**config.mk**
```make
export PLATFORM = sky130hd
export DESIGN_NAME = gpio_cfg_bank
export DESIGN_NICKNAME = d
export VERILOG_FILES = /design/src/rtl/gpio_cfg_pkg.sv /design/src/rtl/gpio_cfg_stage.sv /design/src/rtl/gpio_cfg_guard.sv /design/src/rtl/gpio_cfg_pad.sv /design/src/rtl/gpio_cfg_bank.sv
export SDC_FILE = /design/constraint.sdc
export NUM_CORES = 1
export LEC_CHECK = 0
export BUFFER_PORTS_ARGS = -buffer_cell sky130_fd_sc_hd__buf_4
export CORE_MARGIN = 2
export CORE_UTILIZATION = 25
export CTS_BUF_LIST = sky130_fd_sc_hd__clkbuf_8
export DETAILED_ROUTE_END_ITERATION = 16
export SETUP_SLACK_MARGIN = 0.1
export SLEW_MARGIN = 15
export SYNTH_ARGS = -nofsm -noshare
export SYNTH_HDL_FRONTEND = slang
export SYNTH_SLANG_ARGS = --single-unit
```
**constraint.sdc**
```tcl
create_clock -name clk -period 6.8 [get_ports clk]
set_input_delay 0.68 -clock clk [delete_from_list [all_inputs] [get_ports clk]]
set_output_delay 0.68 -clock clk [all_outputs]
set_load 0.01 [all_outputs]
```
**src/rtl/gpio_cfg_pkg.sv**
```systemverilog
package gpio_cfg_pkg;

    localparam int unsigned REG_AW = 3;

    typedef enum logic [REG_AW-1:0] {
        RI_DEN    = 3'd0,
        RI_PUE    = 3'd1,
        RI_AFS    = 3'd2,
        RI_CSEL   = 3'd3,
        RI_LOCK   = 3'd4,
        RI_COMMIT = 3'd5
    } reg_idx_e;

endpackage

```
**src/rtl/gpio_cfg_stage.sv**
```systemverilog
// Holds one peripheral-path write for a clock so that it lands one edge later.
module gpio_cfg_stage #(
    parameter int unsigned AW = 3,
    parameter int unsigned DW = 32
) (
    input  logic          clk,
    input  logic          rst_n,
    input  logic          in_we,
    input  logic [AW-1:0] in_addr,
    input  logic [DW-1:0] in_data,
    output logic          out_vld,
    output logic [AW-1:0] out_addr,
    output logic [DW-1:0] out_data
);

    typedef struct packed {
        logic          vld;
        logic [AW-1:0] addr;
        logic [DW-1:0] data;
    } stg_t;

    stg_t stg_d, stg_q;

    always_comb begin
        stg_d     = stg_q;
        stg_d.vld = in_we;
        if (in_we) begin
            stg_d.addr = in_addr;
            stg_d.data = in_data;
        end
    end

    always_ff @(posedge clk or negedge rst_n) begin
        if (!rst_n) begin
            stg_q <= '0;
        end else begin
            stg_q <= stg_d;
        end
    end

    assign out_vld  = stg_q.vld;
    assign out_addr = stg_q.addr;
    assign out_data = stg_q.data;

endmodule

```
**src/rtl/gpio_cfg_guard.sv**
```systemverilog
// Merges write data with the old bits, holding protected bits unless released.
module gpio_cfg_guard #(
    parameter int unsigned            NPINS     = 8,
    parameter logic [NPINS-1:0]       PROT_MASK = 8'h80
) (
    input  logic [NPINS-1:0] old_bits,
    input  logic [NPINS-1:0] new_bits,
    input  logic [NPINS-1:0] commit,
    input  logic             unlocked,
    output logic [NPINS-1:0] merged
);

    for (genvar g = 0; g < NPINS; g++) begin : g_bit
        assign merged[g] = (PROT_MASK[g] && !(unlocked && commit[g]))
                           ? old_bits[g] : new_bits[g];
    end

endmodule

```
**src/rtl/gpio_cfg_pad.sv**
```systemverilog
// Per-pin derivation of pad driver, receiver and pull-up controls.
module gpio_cfg_pad #(
    parameter int unsigned NPINS = 8
) (
    input  logic [NPINS-1:0] den,
    input  logic [NPINS-1:0] pue,
    input  logic [NPINS-1:0] core_oe,
    output logic [NPINS-1:0] drv_en,
    output logic [NPINS-1:0] in_en,
    output logic [NPINS-1:0] pu_en
);

    for (genvar p = 0; p < NPINS; p++) begin : g_pin
        assign drv_en[p] = den[p] & core_oe[p];
        assign in_en[p]  = den[p];
        assign pu_en[p]  = pue[p];
    end

endmodule

```
**src/rtl/gpio_cfg_bank.sv**
```systemverilog
module gpio_cfg_bank
    import gpio_cfg_pkg::*;
#(
    parameter int unsigned      NPINS      = 8,
    parameter int unsigned      DW         = 32,
    parameter logic [NPINS-1:0] PROT_MASK  = 8'h80,
    parameter logic [DW-1:0]    UNLOCK_KEY = 32'h4C4F434B
) (
    input  logic              clk,
    input  logic              por_n,
    input  logic              ext_rst_n,
    input  logic              pb_we,
    input  logic [REG_AW-1:0] pb_addr,
    input  logic [DW-1:0]     pb_wdata,
    input  logic              sb_we,
    input  logic [REG_AW-1:0] sb_addr,
    input  logic [DW-1:0]     sb_wdata,
    input  logic [REG_AW-1:0] rd_addr,
    output logic [DW-1:0]     rd_data,
    input  logic [NPINS-1:0]  core_oe,
    output logic [NPINS-1:0]  cfg_den,
    output logic [NPINS-1:0]  cfg_pue,
    output logic [NPINS-1:0]  cfg_afsel,
    output logic [NPINS-1:0]  cfg_csel,
    output logic [NPINS-1:0]  pad_drv_en,
    output logic [NPINS-1:0]  pad_in_en,
    output logic [NPINS-1:0]  pad_pu_en
);

    typedef struct packed {
        logic [NPINS-1:0] den;
        logic [NPINS-1:0] pue;
        logic [NPINS-1:0] afs;
        logic [NPINS-1:0] csel;
        logic [NPINS-1:0] commit;
        logic             unlocked;
    } bank_t;

    // Either reset source clears the whole bank.
    logic rst_n;
    assign rst_n = por_n & ext_rst_n;

    bank_t st_q, mid_d, st_d;

    logic              stg_vld;
    logic [REG_AW-1:0] stg_addr;
    logic [DW-1:0]     stg_data;
    logic [NPINS-1:0]  pb_old, pb_merged, sb_old, sb_merged;
    logic              lock_open;
    logic [NPINS-1:0]  commit_q;

    function automatic logic [NPINS-1:0] pick(input bank_t s, input logic [REG_AW-1:0] a);
        logic [NPINS-1:0] v;
        case (a)
            RI_DEN:  v = s.den;
            RI_PUE:  v = s.pue;
            RI_AFS:  v = s.afs;
            RI_CSEL: v = s.csel;
            default: v = '0;
        endcase
        return v;
    endfunction

    // Applies one write; 'guarded' already has protected bits resolved.
    function automatic bank_t apply(input bank_t s, input logic we,
                                    input logic [REG_AW-1:0] a,
                                    input logic [NPINS-1:0] guarded,
                                    input logic [DW-1:0] raw);
        bank_t r;
        r = s;
        if (we) begin
            case (a)
                RI_DEN:    r.den      = guarded;
                RI_PUE:    r.pue      = guarded;
                RI_AFS:    r.afs      = guarded;
                RI_CSEL:   r.csel     = guarded;
                RI_LOCK:   r.unlocked = (raw == UNLOCK_KEY);
                RI_COMMIT: if (s.unlocked) r.commit = raw[NPINS-1:0];
                default:   ;
            endcase
        end
        return r;
    endfunction

    gpio_cfg_stage #(
        .AW (REG_AW),
        .DW (DW)
    ) u_stage (
        .clk      (clk),
        .rst_n    (rst_n),
        .in_we    (pb_we),
        .in_addr  (pb_addr),
        .in_data  (pb_wdata),
        .out_vld  (stg_vld),
        .out_addr (stg_addr),
        .out_data (stg_data)
    );

    // Staged peripheral write first, against the registered state.
    assign pb_old = pick(st_q, stg_addr);

    gpio_cfg_guard #(
        .NPINS     (NPINS),
        .PROT_MASK (PROT_MASK)
    ) u_guard_pb (
        .old_bits (pb_old),
        .new_bits (stg_data[NPINS-1:0]),
        .commit   (st_q.commit),
        .unlocked (st_q.unlocked),
        .merged   (pb_merged)
    );

    always_comb begin
        mid_d = apply(st_q, stg_vld, stg_addr, pb_merged, stg_data);
    end

    // System write second, against the state the staged write leaves.
    assign sb_old = pick(mid_d, sb_addr);

    gpio_cfg_guard #(
        .NPINS     (NPINS),
        .PROT_MASK (PROT_MASK)
    ) u_guard_sb (
        .old_bits (sb_old),
        .new_bits (sb_wdata[NPINS-1:0]),
        .commit   (mid_d.commit),
        .unlocked (mid_d.unlocked),
        .merged   (sb_merged)
    );

    always_comb begin
        st_d = apply(mid_d, sb_we, sb_addr, sb_merged, sb_wdata);
    end

    always_ff @(posedge clk or negedge rst_n) begin
        if (!rst_n) begin
            st_q <= '0;
        end else begin
            st_q <= st_d;
        end
    end

    always_comb begin
        rd_data = '0;
        case (rd_addr)
            RI_LOCK:   rd_data[0]       = ~st_q.unlocked;
            RI_COMMIT: rd_data[NPINS-1:0] = st_q.commit;
            default:   rd_data[NPINS-1:0] = pick(st_q, rd_addr);
        endcase
    end

    assign cfg_den   = st_q.den;
    assign cfg_pue   = st_q.pue;
    assign cfg_afsel = st_q.afs;
    assign cfg_csel  = st_q.csel;
    assign lock_open = st_q.unlocked;
    assign commit_q  = st_q.commit;

    gpio_cfg_pad #(
        .NPINS (NPINS)
    ) u_pad (
        .den     (st_q.den),
        .pue     (st_q.pue),
        .core_oe (core_oe),
        .drv_en  (pad_drv_en),
        .in_en   (pad_in_en),
        .pu_en   (pad_pu_en)
    );

endmodule

```
==> reports/qor.csv, run 1 <==
metric,value,unit
yosysTopAreaCell,dfrtp_1,
ant_nets,0,
power_switching,0.000528,W
die_area,19100,um2
wirelength_met1,5760,um
post_cts_buffers,0,
cellPowerDensity,265,nW/um2
hold_path_class,reg -> reg,
clock.fmax,389,MHz
netlist_instances,419,
async_flop_share,100,%
core_area,17800,um2
ios,174,
insertion_delay,0.36,ns
worstPathRequired,6.12,ns
hold_violations,0,
synthTopCellsByArea,"dfrtp_1 43%, mux2_2 11%, mux2i_1 9.3%",
first_pass_iters,4,
clkPwrFrac,21.5,%
yosysMostFrequentCell,dfrtp_1,
critPathCaptureType,primary output,
num_rows,49,
cts_tree,done,
switching_share,34.4,%
setup_violations,0,
fin_skew,0.0163,ns
cts_resized,0,
worstPathArrival,1.89,ns
syn_area_per_cell,10.7,um2
slew_headroom,32.1,%
max_stage_delay,0.41,ns
drv_slew,0,
num-fill-cells,1824,
synth_common_cells,"77 x dfrtp_1, 45 x mux2_2, 42 x mux2i_1, 41 x buf_4, 37 x nand2_1",
whs,0.501,ns
port-buffer-count,149,
cap_violations,0,
power_frac_seq,44.1,%
crit_type,in -> out,
setup-tns-final,0,ns
setup_slack,4.23,ns
fin_crit_sh,37.8,%
wl_met2,6120,um
synthDistinctLibCells,51,
synth_seq_area_share,42.8,%
hold_buffers,0,
dp_hpwl,9920,um
timing.final.crit_period,2.57,ns
wl,13000,um
synth_ff_type,dfrtp_1,
syn-cell-area,4500,um2
ir_drop,110,uV
grt_max_degree,78,
drive_above_1_share,41.1,%
cts_num_sinks,77,
worstMarginPinSlew,1.02,ns
grt_pass1_vias,3705,
num_vias,3618,
rsz0062_at_grt,false,
wl_met3,873,um
synth_seq_cells,77,
path_max_fanout,18,
grt_pass1_wl,20900,um
gp_congestion,0.818,
path_cells,buf_4 > nor2b_1 > nand2_1 > o21ai_0 > nand2_1 > o21ai_0 > buf_4,
start_kind,primary input,
leakage,2.63,nW
routed.top_layer,met4,
utilization,32.5,%
cts-buffers-inserted,9,
antenna_found_initial,0,
cts-root-buf,clkbuf_8,
start_util,25.2,%
track_usage,13.8,%
status,"complete, no violations",
place_ws,4.27,ns
drtIter0Drc,211,
die_h,138,um
yosysWarnings,0,
drc,0,
clkSlewWorstSetupHoldPaths,0.08,ns
p_comb_share,34.4,%
overflow,0,
cts_max_path_buffers,2,
die_w,138,um
h-tree-depth,3,
num_antenna_cells,0,
nets,629,
wl_per_cell,16.7,um
synth-edff-count,0,
cp_slowest_cell,nor2b_1,
yosysTopAreaCellShare,42.8,%
p_int,0.00101,W
areaGrowthSynthToFinish,28.8,%
vias_per_cell,4.66,
[layer usage]
layer	vias up	GRT usage, %
met5	-	0
met3	17	3.12
met1	1746	18.6
met4	0	4.78
li1	1684	-
met2	171	21.7
[through the flow]
step | total power, W | cells | area [um2]
6_report | 0.00153 | 776 | 5800
5_1_grt | 0.00164 | 776 | 5800
4_1_cts | 0.00156 | 776 | 5790
3_5_place_dp | 0.00122 | 761 | 5610
3_3_place_gp | 0.00120 | 761 | 5610
2_1_floorplan | 0.000980 | 442 | 4590
[kinds of logic (layout without fill, tap and decap cells)]
logic type,count (synthesis),after routing,synth area share [%]
simple gates,113,113,15.0
mux,97,97,23.4
flops,77,77,42.8
compound gates,66,66,9.09
buf+inv,64,169,9.37
other cells,1,24,0.0833
xor+xnor,1,1,0.195
[worst paths after layout]
kind,endpoint,slack (ns),from,cells after the start
max,rd_data[3],4.23,rd_addr[1],7
min,u_stage.out_data[30]$_DFFE_PN0P_,0.50,u_stage.out_data[30]$_DFFE_PN0P_,1
max reg2reg,cfg_csel[7]$_DFF_PN0_,4.25,u_stage.out_addr[0]$_DFFE_PN0P_,6
min reg2reg,u_stage.out_data[30]$_DFFE_PN0P_,0.50,u_stage.out_data[30]$_DFFE_PN0P_,1
max in group asynchronous,cfg_afsel[7]$_DFF_PN0_,5.53,por_n,2
min in group asynchronous,u_stage.out_data[24]$_DFFE_PN0P_,0.59,ext_rst_n,2
[flip-flops by register name (all words and copies together) (netlist names)]
signal            count
u_stage.out_data     32
cfg_afsel             8
cfg_csel              8
cfg_den               8
cfg_pue               8
commit_q              8
u_stage.out_addr      3
lock_open             1
u_stage.out_vld       1
[cell type report]
| class | instances | area (um2) | area share [%] |
|---|---|---|---|
| Clock inverter | 4 | 31.3 | 0.539 |
| Sequential cell | 77 | 1930 | 33.2 |
| Clock buffer | 11 | 151 | 2.61 |
| Timing Repair Buffer | 151 | 1130 | 19.6 |
| Multi-Input combinational cell | 301 | 2260 | 38.9 |
| Inverter | 3 | 11.3 | 0.194 |
| Tap cell | 229 | 287 | 4.94 |
[worst max-delay path, delay by kind of cell]
kind,cells,cell delay (ns)
AO/OA/AOI/OAI,2,0.22
buffers and inverters,2,0.39
AND/OR/NAND/NOR,3,0.59
[power by group through the flow]
stage | sequential, W | clock [W] | combinational (W)
2_1_floorplan | 0.000664 | 0 | 0.000315
3_3_place_gp | 0.000684 | 0 | 0.000519
3_5_place_dp | 0.000687 | 0 | 0.000530
4_1_cts | 0.000679 | 0.000346 | 0.000531
5_1_grt | 0.000698 | 0.000362 | 0.000577
6_report | 0.000677 | 0.000329 | 0.000528
[placed cells by master (no fill, tap or decap), types with 2 or more instances in the layout]
cell type     n
or3b_1        2
nor4_1        2
o21ai_1       2
nor2b_1       5
buf_4       151
nand2_1      37
and2_1       10
mux2_2       45
mux2_1        8
nand4b_1      3
a22oi_1       4
nor2_1       18
a21oi_1      14
clkbuf_8     11
o21ai_0      32
nor4b_1       4
dfrtp_1      77
nor4bb_1      5
a32oi_2       2
and3_1        3
inv_1         3
nor3b_1       2
o21bai_1      2
nand4_1       5
conb_1       24
clkinvlp_4    3
mux2i_1      42
and4bb_1      4
nand4bb_1     2
nor3_1        2
o22ai_1       2
Power figures use the tool's default switching activity.
==> run 2: changes to the inputs <==
--- a/config.mk
+++ b/config.mk
@@ -5,6 +5,7 @@
 export SDC_FILE = /design/constraint.sdc
 export NUM_CORES = 1
 export LEC_CHECK = 0
+export ABC_AREA = 1
 export BUFFER_PORTS_ARGS = -buffer_cell sky130_fd_sc_hd__buf_4
 export CORE_MARGIN = 2
 export CORE_UTILIZATION = 25
==> constraint.sdc (replaced) <==
create_clock -name clk -period 2.17 [get_ports clk]
set_input_delay 0.217 -clock clk [delete_from_list [all_inputs] [get_ports clk]]
set_output_delay 0.217 -clock clk [all_outputs]
set_load 0.01 [all_outputs]
==> reports/qor.csv, run 2 <==
metric,value,unit,change
port-buffer-count,149,,unchanged
wl,12900,um,was 13000 um
vias_per_cell,4.37,,was 4.66
cts-buffers-inserted,9,,unchanged
yosysMostFrequentCell,nand2_1,,was dfrtp_1
cts_resized,0,,unchanged
syn-cell-area,4290,um2,was 4500 um2
timing.final.crit_period,1.77,ns,
cellPowerDensity,810,nW/um2,was 265 nW/um2
switching_share,32.2,%,was 34.4%
crit_type,reg -> reg,,was in -> out
grt_pass1_vias,3843,,was 3705
core_area,16700,um2,was 17800 um2
slew_headroom,56.0,%,was 32.1%
setup-tns-final,0,ns,unchanged
clkPwrFrac,28.7,%,was 21.5%
worstMarginPinSlew,0.658,ns,was 1.02 ns
netlist_instances,543,,was 419
cap_violations,0,,unchanged
yosysTopAreaCell,dfrtp_1,,unchanged
p_comb_share,30.0,%,was 34.4%
drv_slew,0,,unchanged
num_antenna_cells,0,,unchanged
rsz0062_at_grt,false,,unchanged
die_area,18200,um2,was 19100 um2
cts-root-buf,clkbuf_8,,unchanged
clkSlewWorstSetupHoldPaths,0.09,ns,was 0.08 ns
final_cell_mix,"155 x buf_4, 94 x nand2_1, 87 x o21ai_0",,"was 151 x buf_4, 77 x dfrtp_1, 45 x mux2_2"
drc,0,,unchanged
worstPathRequired,2.43,ns,was 6.12 ns
gp_congestion,0.880,,was 0.818
die_h,135,um,was 138 um
final_common_cell,buf_4,,unchanged
post_cts_buffers,0,,unchanged
h-tree-depth,3,,unchanged
start_kind,register,,was primary input
die_w,135,um,was 138 um
track_usage,14.1,%,was 13.8%
hold_path_class,in -> reg,,was reg -> reg
grt_pass1_wl,20100,um,was 20900 um
async_flop_share,100,%,unchanged
yosysTopAreaCellShare,44.9,%,was 42.8%
dp_hpwl,10200,um,was 9920 um
leakage,2.95,nW,was 2.63 nW
drive_above_1_share,29.7,%,was 41.1%
synth_seq_area_share,44.9,%,was 42.8%
drtIter0Drc,245,,was 211
setup_violations,0,,unchanged
yosysWarnings,0,,unchanged
hold_violations,0,,unchanged
power_switching,0.00150,W,was 0.000528 W
ir_drop,365,uV,was 110 uV
synth_ff_type,dfrtp_1,,unchanged
largest_reg_flops,32,,unchanged
overflow,0,,unchanged
utilization,34.5,%,was 32.5%
ant_nets,0,,unchanged
synthTopCellsByArea,"dfrtp_1 45%, o21ai_0 10%, nand2_1 8.2%",,"was dfrtp_1 43%, mux2_2 11%, mux2i_1 9.3%"
synth_common_cells,"94 x nand2_1, 87 x o21ai_0, 77 x dfrtp_1, 73 x inv_1, 40 x buf_4",,"was 77 x dfrtp_1, 45 x mux2_2, 42 x mux2i_1, 41 x buf_4, 37 x nand2_1"
fin_crit_sh,81.7,%,
power_frac_seq,41.3,%,was 44.1%
ios,174,,unchanged
cts_num_sinks,77,,unchanged
num_vias,3969,,was 3618
areaGrowthSynthToFinish,34.3,%,was 28.8%
synth_seq_cells,77,,unchanged
num_rows,47,,was 49
cts_max_path_buffers,2,,unchanged
grt_max_degree,59,,was 78
p_int,0.00316,W,was 0.00101 W
nets,769,,was 629
critPathCaptureType,register,,was primary output
wl_per_cell,14.2,um,was 16.7 um
worstPathArrival,2.03,ns,was 1.89 ns
insertion_delay,0.36,ns,about the same
syn_area_per_cell,7.90,um2,was 10.7 um2
antenna_found_initial,0,,unchanged
hold_buffers,2,,was 0
synthDistinctLibCells,35,,was 51
status,"complete, no violations",,unchanged
synth-edff-count,0,,unchanged
fin_skew,0.0131,ns,was 0.0163 ns
path_max_fanout,16,,was 18
start_util,25.7,%,was 25.2%
first_pass_iters,5,,was 4
cts_tree,done,,unchanged
clock.fmax,564,MHz,
## run 2: metal layers
| layer | part of all wire, % | vias to the layer above | global-route usage, % | wire, um |
|---|---|---|---|---|
| li1 | - | 2010 | - | - |
| met1 | 44 | 1795 | 19.0 | 5670 |
| met2 | 45 | 151 | 22.3 | 5840 |
| met3 | 9.3 | 13 | 4.43 | 1190 |
| met4 | 1.2 | 0 | 3.41 | 159 |
| met5 | 0 | - | 0 | 0 |
## run 2: area by class of cell
cell class	instances	area, um2
tap	220	275
timing repair buffer	158	1200
clock inverter	6	110
sequential	77	1930
inverter	77	295
clock buffer	10	138
fill	1797	10900
multi-input combinational	360	1810
## run 2: power by group through the flow
stage | combinational, W | clock, W | sequential (W)
2_1_floorplan | 0.000741 | 0 | 0.00194
6_report | 0.00140 | 0.00134 | 0.00193
3_3_place_gp | 0.00140 | 0 | 0.00195
5_1_grt | 0.00154 | 0.00144 | 0.00196
4_1_cts | 0.00141 | 0.00137 | 0.00193
3_5_place_dp | 0.00141 | 0 | 0.00195
## run 2: final timing paths
kind / slack [ns] / start / end / cells past startpoint
max in group asynchronous: 0.56 / ext_rst_n / u_stage.out_data[26]$_DFFE_PN0P_ / 6
worst max-delay path: 0.40 / u_stage.out_addr[1]$_DFFE_PN0P_ / cfg_pue[7]$_DFF_PN0_ / 12
worst min register to register: 0.51 / u_stage.out_data[14]$_DFFE_PN0P_ / u_stage.out_data[14]$_DFFE_PN0P_ / 1
min in group asynchronous: 0.49 / por_n / u_stage.out_data[24]$_DFFE_PN0P_ / 4
worst min-delay path: 0.06 / pb_wdata[23] / u_stage.out_data[23]$_DFFE_PN0P_ / 3
worst max register to register: 0.40 / u_stage.out_addr[1]$_DFFE_PN0P_ / cfg_pue[7]$_DFF_PN0_ / 12
## run 2: metrics by stage
stage | setup slack [ns] | instances | hold WS, ns | instance area [um2] | total power (W)
after floorplan | 0.659 | 566 | 0.248 | 4380 | 0.00268
final | 0.398 | 908 | 0.0630 | 5760 | 0.00466
after global routing | 0.184 | 908 | 0.0488 | 5760 | 0.00494
after CTS | 0.388 | 908 | 0.0473 | 5760 | 0.00471
after global placement | 0.457 | 890 | 0.338 | 5490 | 0.00335
after detailed placement | 0.409 | 890 | 0.341 | 5490 | 0.00336
## run 2: cell families after synthesis
| kind of cell | synth area share (%) |
|---|---|
| buffers and inverters | 14.9 |
| AND/OR/NAND/NOR | 19.6 |
| other | 0.0875 |
| AO/OA/AOI/OAI | 17.1 |
| flip-flops | 44.9 |
| multiplexers | 3.41 |
## run 2: worst max-delay path, cell delays in order (launching register included)
cell	delay (ns)
dfrtp_1	0.43
inv_1	0.11
nand2_2	0.08
nor2_2	0.10
nand3_2	0.24
nor2_2	0.18
a21oi_2	0.06
a21oi_2	0.16
nor2_2	0.06
o21ai_2	0.06
nand2_2	0.09
nand2_1	0.06
nand2_1	0.05
==> run 3: changes to the inputs <==
==> constraint.sdc (replaced) <==
create_clock -name clk -period 1.5 [get_ports clk]
set_input_delay 0.15 -clock clk [delete_from_list [all_inputs] [get_ports clk]]
set_output_delay 0.15 -clock clk [all_outputs]
set_load 0.01 [all_outputs]
==> reports/qor.csv, run 3 (synthesis gave the netlist of run 2 again) <==
metric,value,unit,change
cp_slowest_cell,dfrtp_2,,was dfrtp_1
gp_congestion,0.858,,was 0.880
nets,884,,was 769
largest_reg_flops,32,,unchanged
grt_max_degree,43,,was 59
cts_max_path_buffers,2,,unchanged
core_area,16700,um2,unchanged
worstPathArrival,1.88,ns,was 2.03 ns
overflow,0,,unchanged
drtIter0Drc,270,,was 245
die_area,18200,um2,unchanged
wl,15600,um,was 12900 um
ios,174,,unchanged
final_cell_mix,"222 x buf_4, 90 x nand2_1, 73 x dfrtp_1",,"was 155 x buf_4, 94 x nand2_1, 87 x o21ai_0"
setup_slack,-0.120,ns,was 0.398 ns
hold_start,pb_wdata[14],,was pb_wdata[23]
final_common_cell,buf_4,,unchanged
die_w,135,um,unchanged
drv_slew,0,,unchanged
cellPowerDensity,1080,nW/um2,was 810 nW/um2
cts_tree,done,,unchanged
wirelength_met1,6330,um,was 5670 um
grt_pass1_vias,4606,,was 3843
cp_num_buf_inv,1,,unchanged
worstPathRequired,1.76,ns,was 2.43 ns
hold_violations,0,,unchanged
path_cells,inv_2 > nand2_4 > nor2_1 > nor2_1 > nand3_1 > nand2_2 > nand3_1 > a21oi_2 > nor2_2 > o21ai_2 > nand2_2 > nand2_1 > nand2_1,,was inv_1 > nand2_2 > nor2_2 > nand3_2 > nor2_2 > a21oi_2 > a21oi_2 > nor2_2 > o21ai_2 > nand2_2 > nand2_1 > nand2_1
fin_skew,0.00615,ns,was 0.0131 ns
failed_checks,setup timing,,
cts-root-buf,clkbuf_8,,unchanged
insertion_delay,0.37,ns,was 0.36 ns
utilization,41.6,%,was 34.5%
port-buffer-count,149,,unchanged
hold_path_class,in -> reg,,unchanged
num-fill-cells,1702,,was 1797
areaGrowthSynthToFinish,62.0,%,was 34.3%
die_h,135,um,unchanged
max_stage_delay,0.44,ns,was 0.43 ns
crit_family,simple AND/OR/NAND/NOR gates,,unchanged
critPathCaptureType,register,,unchanged
track_usage,17.3,%,was 14.1%
grt_pass1_wl,24300,um,was 20100 um
vias_per_cell,4.51,,was 4.37
setup-tns-final,-0.642,ns,was 0 ns
wl_met3,1450,um,was 1190 um
dp_hpwl,11700,um,was 10200 um
crit_type,reg -> reg,,unchanged
drive_above_1_share,41.7,%,was 29.7%
reg2reg_from,u_stage.out_addr[1]$_DFFE_PN0P_,,unchanged
cts-buffers-inserted,9,,unchanged
path_max_fanout,4,,was 16
first_pass_iters,6,,was 5
total_power,0.00751,W,was 0.00466 W
cap_violations,0,,unchanged
start_util,25.7,%,unchanged
num_vias,4618,,was 3969
leakage,3.54,nW,was 2.95 nW
num_antenna_cells,0,,unchanged
wl_met2,7530,um,was 5840 um
ir_drop,574,uV,was 365 uV
fin_crit_sh,108,%,was 81.7%
start_kind,register,,unchanged
clock.fmax,617,MHz,was 564 MHz
wl_per_cell,15.3,um,was 14.2 um
drc,0,,unchanged
routed.top_layer,met4,,unchanged
rsz0062_at_grt,true,,was false
cts_num_sinks,77,,unchanged
setup_violations,7,,was 0
num_rows,47,,unchanged
timing.final.crit_period,1.62,ns,was 1.77 ns
status,"finished, violations left",,"was complete, no violations"
critPathLaunch,u_stage.out_addr[1]$_DFFE_PN0P_,,unchanged
h-tree-depth,3,,unchanged
ant_nets,0,,unchanged
clkSlewWorstSetupHoldPaths,0.08,ns,was 0.09 ns
antenna_found_initial,0,,unchanged
[run 3: cell types whose count changed in the layout (fill, tap and decap cells not counted), sizes merged]
cell	before	now
buf	156	238
bufinv	3	2
clkbuf	10	13
dlygate4sd3	2	34
inv	77	75
nand2	100	101
[run 3: where the power goes]
group	total (W)	leakage, nW	internal (W)	switching [W]
Combinational	0.00290	2.45	0.00154	0.00136
Sequential	0.00271	0.961	0.00242	0.000297
Clock	0.00189	0.126	0.00112	0.000778
[run 3: layer usage]
layer  global-route usage [%]  vias up
li1                         -     2247
met1                     21.8     2115
met2                     28.1      233
met3                     5.48       23
met4                     5.84        0
met5                        0        -
[run 3: stage by stage]
step	area, um2	worst slack (ns)	hold WS (ns)	instances
floorplan	4400	0.0348	0.181	566
global route	6950	-0.275	0.0106	1023
detailed placement	5890	-0.228	0.212	940
CTS	6780	-0.108	0.00209	1016
global placement	5890	-0.182	0.220	940
finish	6950	-0.120	0.0183	1023
[run 3: worst paths after layout]
path	to	slack, ns	cells after the start
setup / recovery	cfg_pue[7]$_DFF_PN0_	-0.12	13
hold / removal	u_stage.out_data[14]$_DFFE_PN0P_	0.02	2
setup reg to reg	cfg_pue[7]$_DFF_PN0_	-0.12	13
hold reg to reg	u_stage.out_data[9]$_DFFE_PN0P_	0.51	1
max in group asynchronous	u_stage.out_addr[1]$_DFFE_PN0P_	0.61	5
min in group asynchronous	cfg_csel[3]$_DFF_PN0_	0.36	4
[run 3: timing repair]
item,CTS,global route
gates cloned,2,0
pin swaps,13,15
setup endpoints to repair,30,36
buffers inserted,24,10
resized for setup,56,43
hold endpoints to repair,45,0
hold buffers,34,0
[run 3: final cells by class]
type	count	area, um2	area share (%)
timing repair buffer	272	2200	31.7
clock inverter	3	65.1	0.936
clock buffer	13	179	2.58
sequential	77	1930	27.8
inverter	77	302	4.34
multi-input combinational	361	1990	28.7
tap	220	275	3.96
